`src/rtl/pci_tgt_pkg.sv`:
```
package pci_tgt_pkg;

  typedef enum logic [1:0] {
    ST_IDLE = 2'd0,
    ST_DATA = 2'd1,
    ST_LAST = 2'd2,
    ST_HOLD = 2'd3
  } tstate_e;

  typedef enum logic [1:0] {
    TERM_NONE  = 2'b00,
    TERM_WDATA = 2'b01,
    TERM_NDATA = 2'b10,
    TERM_ABORT = 2'b11
  } term_e;

  // strobes from control to datapath
  typedef struct packed {
    logic claim;
    logic xfer;
    logic active;
  } strobe_t;

  localparam logic [3:0] CMD_IO_RD  = 4'b0010;
  localparam logic [3:0] CMD_IO_WR  = 4'b0011;
  localparam logic [3:0] CMD_MEM_RD = 4'b0110;
  localparam logic [3:0] CMD_MEM_WR = 4'b0111;

endpackage

```
`src/rtl/pci_tgt_ctrl.sv`:
```
module pci_tgt_ctrl
  import pci_tgt_pkg::*;
(
  input  logic       clk,
  input  logic       rstN,
  input  logic       frameN,
  input  logic       irdyN,
  input  logic       hit,
  input  logic       ctlRetry,
  input  logic       ctlWait,
  input  logic [1:0] termSel,
  output logic       devselN,
  output logic       trdyN,
  output logic       stopN,
  output strobe_t    stb
);

  tstate_e state;
  logic    prevFrameN;
  logic    inData;

  always_comb begin
    inData     = (state == ST_DATA) || (state == ST_LAST);
    stb.claim  = (state == ST_IDLE) && !frameN && prevFrameN && hit;
    stb.xfer   = inData && !irdyN && !trdyN;
    stb.active = inData;
  end

  always_ff @(posedge clk or negedge rstN) begin
    if (!rstN) begin
      state      <= ST_IDLE;
      prevFrameN <= 1'b1;
      devselN    <= 1'b1;
      trdyN      <= 1'b1;
      stopN      <= 1'b1;
    end else begin
      prevFrameN <= frameN;
      case (state)
        ST_IDLE: begin
          if (stb.claim) begin
            devselN <= 1'b0;
            if (ctlRetry) begin
              stopN <= 1'b0;
              trdyN <= 1'b1;
              state <= ST_HOLD;
            end else begin
              trdyN <= ctlWait;
              state <= ST_DATA;
            end
          end
        end
        ST_DATA: begin
          if (stb.xfer && frameN) begin
            devselN <= 1'b1;
            trdyN   <= 1'b1;
            state   <= ST_IDLE;
          end else begin
            case (term_e'(termSel))
              TERM_ABORT: begin
                stopN   <= 1'b0;
                devselN <= 1'b1;
                trdyN   <= 1'b1;
                state   <= ST_HOLD;
              end
              TERM_NDATA: begin
                stopN <= 1'b0;
                trdyN <= 1'b1;
                state <= ST_HOLD;
              end
              TERM_WDATA: begin
                stopN <= 1'b0;
                trdyN <= 1'b0;
                state <= ST_LAST;
              end
              default: trdyN <= ctlWait;
            endcase
          end
        end
        ST_LAST: begin
          if (stb.xfer) begin
            trdyN <= 1'b1;
            if (frameN) begin
              devselN <= 1'b1;
              stopN   <= 1'b1;
              state   <= ST_IDLE;
            end else begin
              state <= ST_HOLD;
            end
          end
        end
        default: begin
          if (frameN) begin
            devselN <= 1'b1;
            trdyN   <= 1'b1;
            stopN   <= 1'b1;
            state   <= ST_IDLE;
          end
        end
      endcase
    end
  end

endmodule

```
`src/rtl/pci_tgt_dpath.sv`:
```
module pci_tgt_dpath
  import pci_tgt_pkg::*;
#(
  parameter int AW  = 32,
  parameter int WIN = 8,
  parameter int CW  = 4
) (
  input  logic          clk,
  input  logic          rstN,
  input  logic          cfgWe,
  input  logic [AW-1:0] cfgBase,
  input  logic [AW-1:0] adIn,
  input  logic [CW-1:0] cbeN,
  input  logic          parIn,
  input  strobe_t       stb,
  output logic          hit,
  output logic          cfgDone,
  output logic [AW-1:0] adOut,
  output logic          adOe,
  output logic          parOut,
  output logic          parOe,
  output logic          perrN,
  output logic [WIN-1:0] memAddr,
  output logic          memWe,
  output logic [AW-1:0] memWdata,
  input  logic [AW-1:0] memRdata
);

  localparam logic [AW-1:0]  WIN_MASK = {{(AW-WIN){1'b1}}, {WIN{1'b0}}};
  localparam logic [WIN-1:0] STEP     = WIN'(CW);

  logic [AW-1:0]  baseQ;
  logic [WIN-1:0] offQ;
  logic           isWrQ;
  logic           cmdOk;
  logic           wrPendQ;
  logic           wrSumQ;

  always_comb begin
    cmdOk = (cbeN == CMD_MEM_RD) || (cbeN == CMD_MEM_WR) ||
            (cbeN == CMD_IO_RD)  || (cbeN == CMD_IO_WR);
    hit   = cfgDone && cmdOk && ((adIn & WIN_MASK) == baseQ);
  end

  assign memAddr  = offQ;
  assign memWe    = stb.xfer && isWrQ;
  assign memWdata = adIn;
  assign adOut    = memRdata;
  assign adOe     = stb.active && !isWrQ;

  always_ff @(posedge clk or negedge rstN) begin
    if (!rstN) begin
      baseQ   <= '0;
      cfgDone <= 1'b0;
      offQ    <= '0;
      isWrQ   <= 1'b0;
      parOut  <= 1'b0;
      parOe   <= 1'b0;
      wrPendQ <= 1'b0;
      wrSumQ  <= 1'b0;
      perrN   <= 1'b1;
    end else begin
      if (cfgWe) begin
        baseQ   <= cfgBase & WIN_MASK;
        cfgDone <= 1'b1;
      end
      if (stb.claim) begin
        offQ  <= adIn[WIN-1:0] - baseQ[WIN-1:0];
        isWrQ <= cbeN[0];
      end else if (stb.xfer) begin
        offQ <= offQ + STEP;
      end
      // read parity follows the word by one clock
      parOe  <= stb.xfer && !isWrQ;
      parOut <= ^{memRdata, cbeN};
      // write parity: capture word, compare with PAR next clock
      wrPendQ <= stb.xfer && isWrQ;
      wrSumQ  <= ^{adIn, cbeN};
      perrN   <= !(wrPendQ && (wrSumQ ^ parIn));
    end
  end

endmodule

```
`src/rtl/pci_target.sv`:
```
module pci_target
  import pci_tgt_pkg::*;
#(
  parameter int AW  = 32,
  parameter int WIN = 8,
  parameter int CW  = 4
) (
  input  logic           clk,
  input  logic           rstN,
  input  logic           cfgWe,
  input  logic [AW-1:0]  cfgBase,
  input  logic           frameN,
  input  logic           irdyN,
  input  logic [CW-1:0]  cbeN,
  input  logic [AW-1:0]  adIn,
  input  logic           parIn,
  input  logic           ctlRetry,
  input  logic           ctlWait,
  input  logic [1:0]     termSel,
  output logic           devselN,
  output logic           trdyN,
  output logic           stopN,
  output logic [AW-1:0]  adOut,
  output logic           adOe,
  output logic           parOut,
  output logic           parOe,
  output logic           perrN,
  output logic [WIN-1:0] memAddr,
  output logic           memWe,
  output logic [AW-1:0]  memWdata,
  input  logic [AW-1:0]  memRdata
);

  strobe_t stb;
  logic    hit;
  logic    cfgDone;

  pci_tgt_ctrl u_ctrl (
    .clk(clk), .rstN(rstN), .frameN(frameN), .irdyN(irdyN), .hit(hit),
    .ctlRetry(ctlRetry), .ctlWait(ctlWait), .termSel(termSel),
    .devselN(devselN), .trdyN(trdyN), .stopN(stopN), .stb(stb)
  );

  pci_tgt_dpath #(.AW(AW), .WIN(WIN), .CW(CW)) u_dpath (
    .clk(clk), .rstN(rstN), .cfgWe(cfgWe), .cfgBase(cfgBase),
    .adIn(adIn), .cbeN(cbeN), .parIn(parIn), .stb(stb),
    .hit(hit), .cfgDone(cfgDone), .adOut(adOut), .adOe(adOe),
    .parOut(parOut), .parOe(parOe), .perrN(perrN),
    .memAddr(memAddr), .memWe(memWe), .memWdata(memWdata), .memRdata(memRdata)
  );

endmodule

```
`config.mk`:
```
export PLATFORM = sky130hd
export DESIGN_NAME = pci_target
export DESIGN_NICKNAME = d
export VERILOG_FILES = /design/src/rtl/pci_tgt_pkg.sv /design/src/rtl/pci_tgt_ctrl.sv /design/src/rtl/pci_tgt_dpath.sv /design/src/rtl/pci_target.sv
export SDC_FILE = /design/constraint.sdc
export NUM_CORES = 1
export LEC_CHECK = 0
export CAP_MARGIN = 20
export CORE_AREA = 4 4 89 111
export CTS_BUF_LIST = sky130_fd_sc_hd__clkbuf_4 sky130_fd_sc_hd__clkbuf_8 sky130_fd_sc_hd__clkbuf_16
export DETAILED_ROUTE_END_ITERATION = 6
export DIE_AREA = 0 0 93 115
export HOLD_SLACK_MARGIN = 0.06
export PLACE_DENSITY = 0.8
export SYNTH_ARGS = -nofsm -noshare
export SYNTH_HDL_FRONTEND = slang
export SYNTH_SLANG_ARGS = --single-unit
```
`constraint.sdc`:
```
create_clock -name clk -period 2.8 [get_ports clk]
set_input_delay 0.56 -clock clk [delete_from_list [all_inputs] [get_ports clk]]
set_output_delay 0.56 -clock clk [all_outputs]
set_load 0.05 [all_outputs]
```
* After elaboration in Yosys (flattened, before gate mapping)
Cells that the tools add are included.
** Word-level totals
- Bits of input ports :: 110
- Register bits :: 45
- Output and inout port bits :: 80
** Operators by class
- $add $sub $neg :: 1
- Mux-type cells :: 30
- Equal/unequal tests :: 17
- Reductions and logical operators :: 32
- Bitwise operators :: 1
** Operator list (number)
- parity 36 bit :: 2
- == test 24 bit :: 1
- 2-to-1 mux 1 bit :: 16
- 2-to-1 mux 8 bit :: 2
- logical AND 1 bit :: 12
- 2-to-1 mux 2 bit :: 6
- one-hot mux 1 bit (3 select lines) :: 3
- adder 8 x 3 -> 8 bit (second input constant) :: 1
- == test 4 x 2 -> 1 bit (second input constant) :: 2
- == test 4 x 3 -> 1 bit (second input constant) :: 2
- inequality test 2 bit (second input constant) :: 4
- == test 2 bit (second input constant) :: 3
- one-hot mux 2 bit (3 select lines) :: 1
- AND reduction 3 bit :: 2
- zero test 1 bit :: 5
- AND reduction 5 bit :: 1
- == test 2 x 1 -> 1 bit (second input constant) :: 2
- logical OR 1 bit :: 4
- inequality test 4 bit (second input constant) :: 1
- one-hot mux 2 bit (2 select lines) :: 1
- AND reduction 4 bit :: 1
- nonzero test 4 bit :: 1
- inequality test 3 bit (second input constant) :: 1
- OR reduction 3 bit :: 1
- other kinds (6) :: 6

* Longest topological paths before layout
Gate-level depths: netlist of the first run.
- Depth in word-level cells :: 9
- Depth in mapped cells :: 9
- Mapped depth without buffers :: 8

* Hierarchy
From an unflattened synthesis of the first run, not the netlist that was laid out.
** Second synthesis, totals
- Cells, all modules :: 329
- Area, all modules :: 3385.7 sq um
** Modules (own cells, without submodules)
- pci_tgt_dpath :: sequential area each 977.2 sq um, area each 2871.5 sq um, cells an instance 268, instances 1
- pci_tgt_ctrl :: sequential area each 155.1 sq um, area each 514.2 sq um, cells an instance 61, instances 1

* Worst setup path before layout of the first run
No wires, ideal clock.
- Kind :: register -> output
- From :: register u_ctrl.state[1]
- To :: output port memWe
- Arrival :: 1.602 ns
- Buffers on the path :: 1
- Slack :: 0.638 ns
- Cell stages (with the launch flop) :: 6
- Cells stage by stage :: dfrtp_1 -> inv_1 -> ha_1 -> nor3b_1 -> buf_2 -> and2_1
** On the way
- Longest elaborated chain between the ends :: 5
** RTL lines
- start: declaration :: RTL line pci_tgt_ctrl.sv:18 : tstate_e state;
- start signal: assignment :: RTL line pci_tgt_ctrl.sv:31 : state <= ST_IDLE;
- start signal: assignment :: RTL line pci_tgt_ctrl.sv:45 : state <= ST_HOLD;
- start signal: assignment :: RTL line pci_tgt_ctrl.sv:48 : state <= ST_DATA;
- == test 2 x 1 -> 1 bit / == test 2 bit (equally long branches) :: RTL line pci_tgt_ctrl.sv:23 : inData = (state == ST_DATA) || (state == ST_LAST);
- logical OR 1 bit * :: RTL line pci_tgt_ctrl.sv:23
- logical AND 1 bit * (2 in series) :: RTL line pci_tgt_ctrl.sv:25 : stb.xfer = inData && !irdyN && !trdyN;
- logical AND 1 bit * :: RTL line pci_tgt_dpath.sv:46 : assign memWe = stb.xfer && isWrQ;
- end: declaration :: RTL line pci_target.sv:29 : output logic memWe,
Every way passes the cells marked *; elsewhere a longest branch is shown, timed or not.

* Worst setup path in the final report of the first run
- From :: register u_ctrl.state[1]
- To :: output port adOe
** On the way
- Longest elaborated chain between the ends :: 3
** RTL lines
- == test 2 x 1 -> 1 bit / == test 2 bit (equally long branches) :: RTL line pci_tgt_ctrl.sv:23
- logical OR 1 bit * :: RTL line pci_tgt_ctrl.sv:23
- logical AND 1 bit * :: RTL line pci_tgt_dpath.sv:49 : assign adOe = stb.active && !isWrQ;
- end: declaration :: RTL line pci_target.sv:24 : output logic adOe,
Marked as above.

==> results of run 1 <==
## path summary, 6_finish.rpt
kind                                  from                  to  slack (ns)  cells past startpoint
min reg2reg                u_dpath.wrPendQ       u_dpath.perrN        0.38                      1
min                                   rstN  u_dpath.memAddr[1]        0.25                      1
max in group asynchronous             rstN        u_ctrl.stopN        1.86                      2
max reg2reg                u_ctrl.state[1]        u_ctrl.stopN        0.56                      7
max                        u_ctrl.state[1]                adOe        0.15                      4
min in group clk           u_dpath.wrPendQ       u_dpath.perrN        0.38                      1
## cell type report
cell class | instances | area (µm²) | area share, %
clock inverters | 2 | 16.3 | 0.335
inverters | 8 | 30.0 | 0.618
multi-input cells | 203 | 1690 | 34.8
repair buffers | 190 | 1760 | 36.2
well taps | 120 | 150 | 3.09
flip-flops and latches | 45 | 1130 | 23.3
clock buffers | 6 | 82.6 | 1.70
## metrics by stage
step | hold slack [ns] | utilization, % | instances | setup slack [ns]
after detailed placement | 0.372 | 54.4 | 566 | 0.124
after CTS | 0.257 | 55.6 | 574 | 0.122
final | 0.249 | 55.6 | 574 | 0.145
after global routing | 0.287 | 55.6 | 574 | 0.0531
after floorplan | 0.264 | - | 326 | 0.638
after global placement | 0.360 | 54.4 | 566 | 0.142
## routing by layer
layer  global-route usage (%)  routed length [µm]  share of wire [%]
met5                        0                   0                  0
met4                     3.32                  92                1.1
met3                     3.21                 505                5.9
met2                     29.9                4770                 56
met1                     18.6                3220                 38
## sequential cells by signal (all words and copies together) (netlist names)
register and cells:
u_dpath.parOut 1, u_ctrl.prevFrameN 1, u_dpath.memAddr 8, u_dpath.cfgDone 1
u_ctrl.devselN 1, u_dpath.isWrQ 1, u_dpath.perrN 1, u_dpath.wrPendQ 1
u_dpath.baseQ 24, u_dpath.wrSumQ 1, u_dpath.parOe 1, u_ctrl.stopN 1
u_ctrl.state 2, u_ctrl.trdyN 1
## power groups by stage
stage,clock network [µW],logic [µW],registers (µW)
after floorplan,0,599,790
after global placement,0,919,751
after detailed placement,0,925,755
after CTS,457,929,742
after global routing,480,968,748
final,439,914,742
## synthesized netlist by cell type, types with 2 or more instances
master    instances  area [µm²]
a21oi_1           6        30.0
and2_1            2        12.5
buf_2             2        10.0
buf_4            65         488
clkbuf_1          2        7.51
dfrtp_1          40        1000
dfstp_2           5         131
ha_1              9         113
inv_1             8        30.0
mux2_2           29         327
nand2_1          15        56.3
nand2b_1          2        12.5
nand4_1           3        18.8
nor2_1            4        15.0
nor2b_1           4        25.0
nor4_1            5        31.3
o21ai_0           9        45.0
o22ai_1           2        12.5
xnor2_1          64         561
xor2_1           31         272
## critical path: cells and delay by family, from the launching register on
kind | cells | cell delay (ns)
flip-flops | 1 | 0.44
AND/OR/NAND/NOR | 1 | 0.14
buffers and inverters | 2 | 0.90
adder cells (fa/ha/maj) | 1 | 0.33
## logic make-up after synthesis
logic type      count (synthesis)
simple gates                   41
xor+xnor                       95
compound gates                 27
fa+ha+maj                       9
flops                          45
mux                            31
buf+inv                        78
==> flow_summary.json, run 1 <==
{
  "cts_sinks": 45,
  "wl_um": 8600,
  "drtIter0Drc": 51,
  "track_usage_pct": 15.9,
  "antenna_cells": 0,
  "synthFlopType": "dfrtp_1",
  "areaGrowthSynthToFinish_pct": 44.6,
  "power.switching_uw": 740,
  "seq_power_share_pct": 35.4,
  "synth_area_per_cell_um2": 10.3,
  "status": "finished, final reports clean",
  "ys_ff_latch": 45,
  "drive_above_1_share_pct": 23.6,
  "grt_pass1_vias": 2788,
  "nets": 572,
  "drv_slew": 0,
  "cts_tree": "done",
  "drc": 0,
  "grt_pass1_wl_um": 13700,
  "synth.distinct_cells": 39,
  "max_cap_violations": 0,
  "root_buffer": "clkbuf_8",
  "clock.fmax_ghz": 0.377,
  "rsz0062_at_grt": "false",
  "combPwrFrac_pct": 43.6,
  "worst_clock_skew_ns": 0.0139,
  "stdcell_area_um2": 4860,
  "rows": 38,
  "vias": 2600,
  "endpoint_kind": "output pin",
  "yosys.area_share.adder_pct": 3.35,
  "ys_warn_count": 0,
  "fp.coreArea_um2": 8750,
  "grt_max_degree": 26,
  "synth-compound-area-share_pct": 5.13,
  "final_cell_mix": "clkdlybuf4s50_1 (129), xnor2_1 (64), buf_4 (59)",
  "cts_setup_buffers": 0,
  "setup_tns_ns": 0,
  "muxShareOfSynthArea_pct": 10.3,
  "overflow": 0,
  "cts_made_buffers": 5,
  "io_buffers": 181,
  "internal-power_uw": 1350,
  "ys_async_sr_fraction_pct": 100,
  "clockBufferDepth": 2,
  "htreeDepth": 2,
  "hp-class": "in -> async",
  "tightest_slew_ns": 0.579,
  "cpMaxStageDelayCell": "clkdlybuf4s50_1",
  "crit_fanout": 6,
  "clkLatencyLatePin_ns": 0.30,
  "synth_top_family_by_area": "XOR/XNOR gates",
  "cts.clk_slew.worst_paths_ns": 0.10,
  "start_util_pct": 38.4,
  "synth-simple-area-share_pct": 6.73,
  "period_minus_slack_ns": 2.65,
  "die_area_um2": 10700,
  "pin_count": 190,
  "slew_headroom_pct": 61.4,
  "final_antenna_net_count": 0,
  "die_w_um": 93,
  "wl_per_cell_um": 15.0,
  "n_fill_cell": 816,
  "drt_pre_antenna_iters": 4,
  "finalHoldViolCount": 0,
  "crit_required_ns": 2.24,
  "cp.arrival_ns": 2.09,
  "viasPerCell": 4.53,
  "gp_congestion": 0.809,
  "ir_worst_vdd_mv": 0.222,
  "cp_cell_sequence": "inv_1 -> ha_1 -> nor2b_1 -> clkdlybuf4s50_1",
  "p_clk_share_pct": 21.0,
  "synth_cells": 326,
  "p_leak_uw": 0.00201,
  "start_kind": "flop",
  "synth_area_um2": 3360,
  "hpwl_um": 7380,
  "p_sw_share_pct": 35.3,
  "cts_hold_buf": 0,
  "antenna_found_initial": 0,
  "die_y_um": 115,
  "place_area_um2": 4760,
  "yosysSeqAreaShare_pct": 33.7,
  "path_class": "reg -> out",
  "cts-resized-gates": 0,
  "total_power_uw": 2090,
  "crit_path_max_incr_delay_ns": 0.81,
  "power_density_nw_per_um2": 431,
  "fin_crit_sh_pct": 94.8,
  "synth-xor-area-share_pct": 24.7,
  "syn_nets": 445,
  "synth_edf_count": 0,
  "final_common_cell": "clkdlybuf4s50_1",
  "setup_viol_count_final": 0
}
(Power assumes the default switching activity.)
==> run 2, diff against run 1 <==
--- a/config.mk
+++ b/config.mk
@@ -6,10 +6,10 @@
 export NUM_CORES = 1
 export LEC_CHECK = 0
 export CAP_MARGIN = 20
-export CORE_AREA = 4 4 89 111
+export CORE_AREA = 2 2 87 109
 export CTS_BUF_LIST = sky130_fd_sc_hd__clkbuf_4 sky130_fd_sc_hd__clkbuf_8 sky130_fd_sc_hd__clkbuf_16
 export DETAILED_ROUTE_END_ITERATION = 6
-export DIE_AREA = 0 0 93 115
+export DIE_AREA = 0 0 89 111
 export HOLD_SLACK_MARGIN = 0.06
 export PLACE_DENSITY = 0.8
 export SYNTH_ARGS = -nofsm -noshare
==> flow_summary.json, run 2 (synthesis gave the netlist of run 1 again) <==
{
  "overflow": 0,
  "largest-register": "u_dpath.baseQ",
  "cpMaxStageDelayCell": "clkdlybuf4s50_1",
  "combPwrFrac_pct": 40.6,
  "drive_above_1_share_pct": 22.8,
  "r2r_start": "u_ctrl.state[0]",
  "root_buffer": "clkbuf_16",
  "total_power_uw": 2280,
  "cts-resized-gates": 0,
  "seq_area_um2": 1130,
  "vias": 2589,
  "crit_path_max_incr_delay_ns": 0.80,
  "dpl.cell_count": 572,
  "path_class": "reg -> out",
  "grt_pass1_vias": 2720,
  "cts_hold_buf": 0,
  "final_common_cell": "clkdlybuf4s50_1",
  "areaGrowthSynthToFinish_pct": 47.8,
  "r2r_end": "u_ctrl.stopN",
  "drc": 0,
  "hp-class": "in -> async",
  "fin_ws_ns": 0.195,
  "die_w_um": 89,
  "start_util_pct": 37.5,
  "drtIter0Drc": 39,
  "viasPerCell": 4.46,
  "final_cell_mix": "clkdlybuf4s50_1 (135), xnor2_1 (64), buf_4 (55)",
  "p_clk_share_pct": 26.9,
  "grt_pass1_wl_um": 13200,
  "htreeDepth": 2,
  "crit_required_ns": 2.24,
  "track_usage_pct": 16.8,
  "antenna_found_initial": 0,
  "fp.coreArea_um2": 8980,
  "multiInputGateArea_um2": 1690,
  "wl_um": 8240,
  "cts_sinks": 45,
  "die_y_um": 111,
  "cp_cell_sequence": "inv_1 -> ha_1 -> nor2b_1 -> clkdlybuf4s50_1",
  "start_kind": "flop",
  "dp_slack_ns": 0.110,
  "drv_slew": 0,
  "worst_clock_skew_ns": 0.00840,
  "antenna_cells": 0,
  "endpoint_kind": "output pin",
  "post-route-util_pct": 55.4,
  "cp.arrival_ns": 2.05,
  "slew_headroom_pct": 65.2,
  "tightest_slew_ns": 0.521,
  "internal-power_uw": 1520,
  "status": "finished, final reports clean",
  "setup_tns_ns": 0,
  "ir_worst_vdd_mv": 0.265,
  "largest_register_ffs": 24,
  "finalHoldViolCount": 0,
  "crit_fanout": 5,
  "period_minus_slack_ns": 2.61,
  "p_sw_share_pct": 33.5,
  "wl_per_cell_um": 14.2,
  "cp_top_family": "buffers and inverters",
  "die_area_um2": 9880,
  "cts.clk_slew.worst_paths_ns": 0.07,
  "instances_no_fill": 580,
  "reg2reg_slack_ns": 0.53,
  "rsz0062_at_grt": "false",
  "clkLatencyLatePin_ns": 0.28,
  "nets": 575,
  "cts_setup_buffers": 0,
  "clock.fmax_ghz": 0.384,
  "io_buffers": 181,
  "cp_num_buf_inv": 2,
  "n_fill_cell": 851,
  "cts_made_buffers": 5,
  "setup_viol_count_final": 0,
  "max_cap_violations": 0,
  "fin_crit_sh_pct": 93.0,
  "r2r_cells": 7,
  "seq_power_share_pct": 32.5,
  "grt_max_degree": 26,
  "p_leak_uw": 0.00205,
  "final_antenna_net_count": 0,
  "drt_pre_antenna_iters": 4,
  "cts_tree": "done",
  "gp_congestion": 0.804,
  "clockBufferDepth": 2,
  "power.switching_uw": 762,
  "power_density_nw_per_um2": 458,
  "hpwl_um": 6890,
  "rows": 39,
  "pin_count": 190
}
==> run 2: cell types whose count changed in the layout (fill, tap and decap cells not counted), sizes merged <==
cell / previous run / this run
clkdlybuf4s50: 129 / 135
buf: 61 / 58
==> run 2: how the worst max path moves through the flow <==
stage                                from            to  slack, ns  depth (start not counted)
after global placement           adIn[12]  u_ctrl.stopN       0.16                          7
after global routing      u_ctrl.state[0]          adOe       0.07                          4
after CTS                 u_ctrl.state[0]          adOe       0.18                          4
after floorplan           u_ctrl.state[1]         memWe       0.64                          5
after detailed placement          cbeN[0]  u_ctrl.stopN       0.11                          8
final                     u_ctrl.state[0]          adOe       0.19                          4
==> run 2: layout make-up <==
type,instances,area share [%]
clock buffers,6,2.79
clock inverters,2,0.327
inverters,8,0.604
multi-input cells,203,34.0
flip-flops and latches,45,22.8
well taps,123,3.10
repair buffers,193,36.4
==> run 2: through the flow <==
stage          area (µm²)  hold slack [ns]
6_report             4970            0.225
5_1_grt              4970            0.257
4_1_cts              4970            0.236
3_5_place_dp         4820            0.375
3_3_place_gp         4820            0.355
2_1_floorplan        3360            0.264
==> run 2: power groups by stage <==
| stage | Sequential [µW] | Combinational, µW | Clock, µW |
|---|---|---|---|
| global placement | 751 | 925 | 0 |
| CTS | 740 | 938 | 632 |
| floorplan | 790 | 599 | 0 |
| detailed placement | 753 | 934 | 0 |
| global route | 747 | 981 | 654 |
| finish | 740 | 925 | 614 |
==> run 2: routing by layer <==
| metal | share of wire [%] | up-vias | GRT usage [%] |
|---|---|---|---|
| li1 | - | 1272 | - |
| met2 | 55 | 74 | 29.7 |
| met4 | 0.89 | 0 | 3.08 |
| met3 | 4.2 | 6 | 3.05 |
| met5 | 0 | - | 0 |
| met1 | 40 | 1237 | 21.4 |
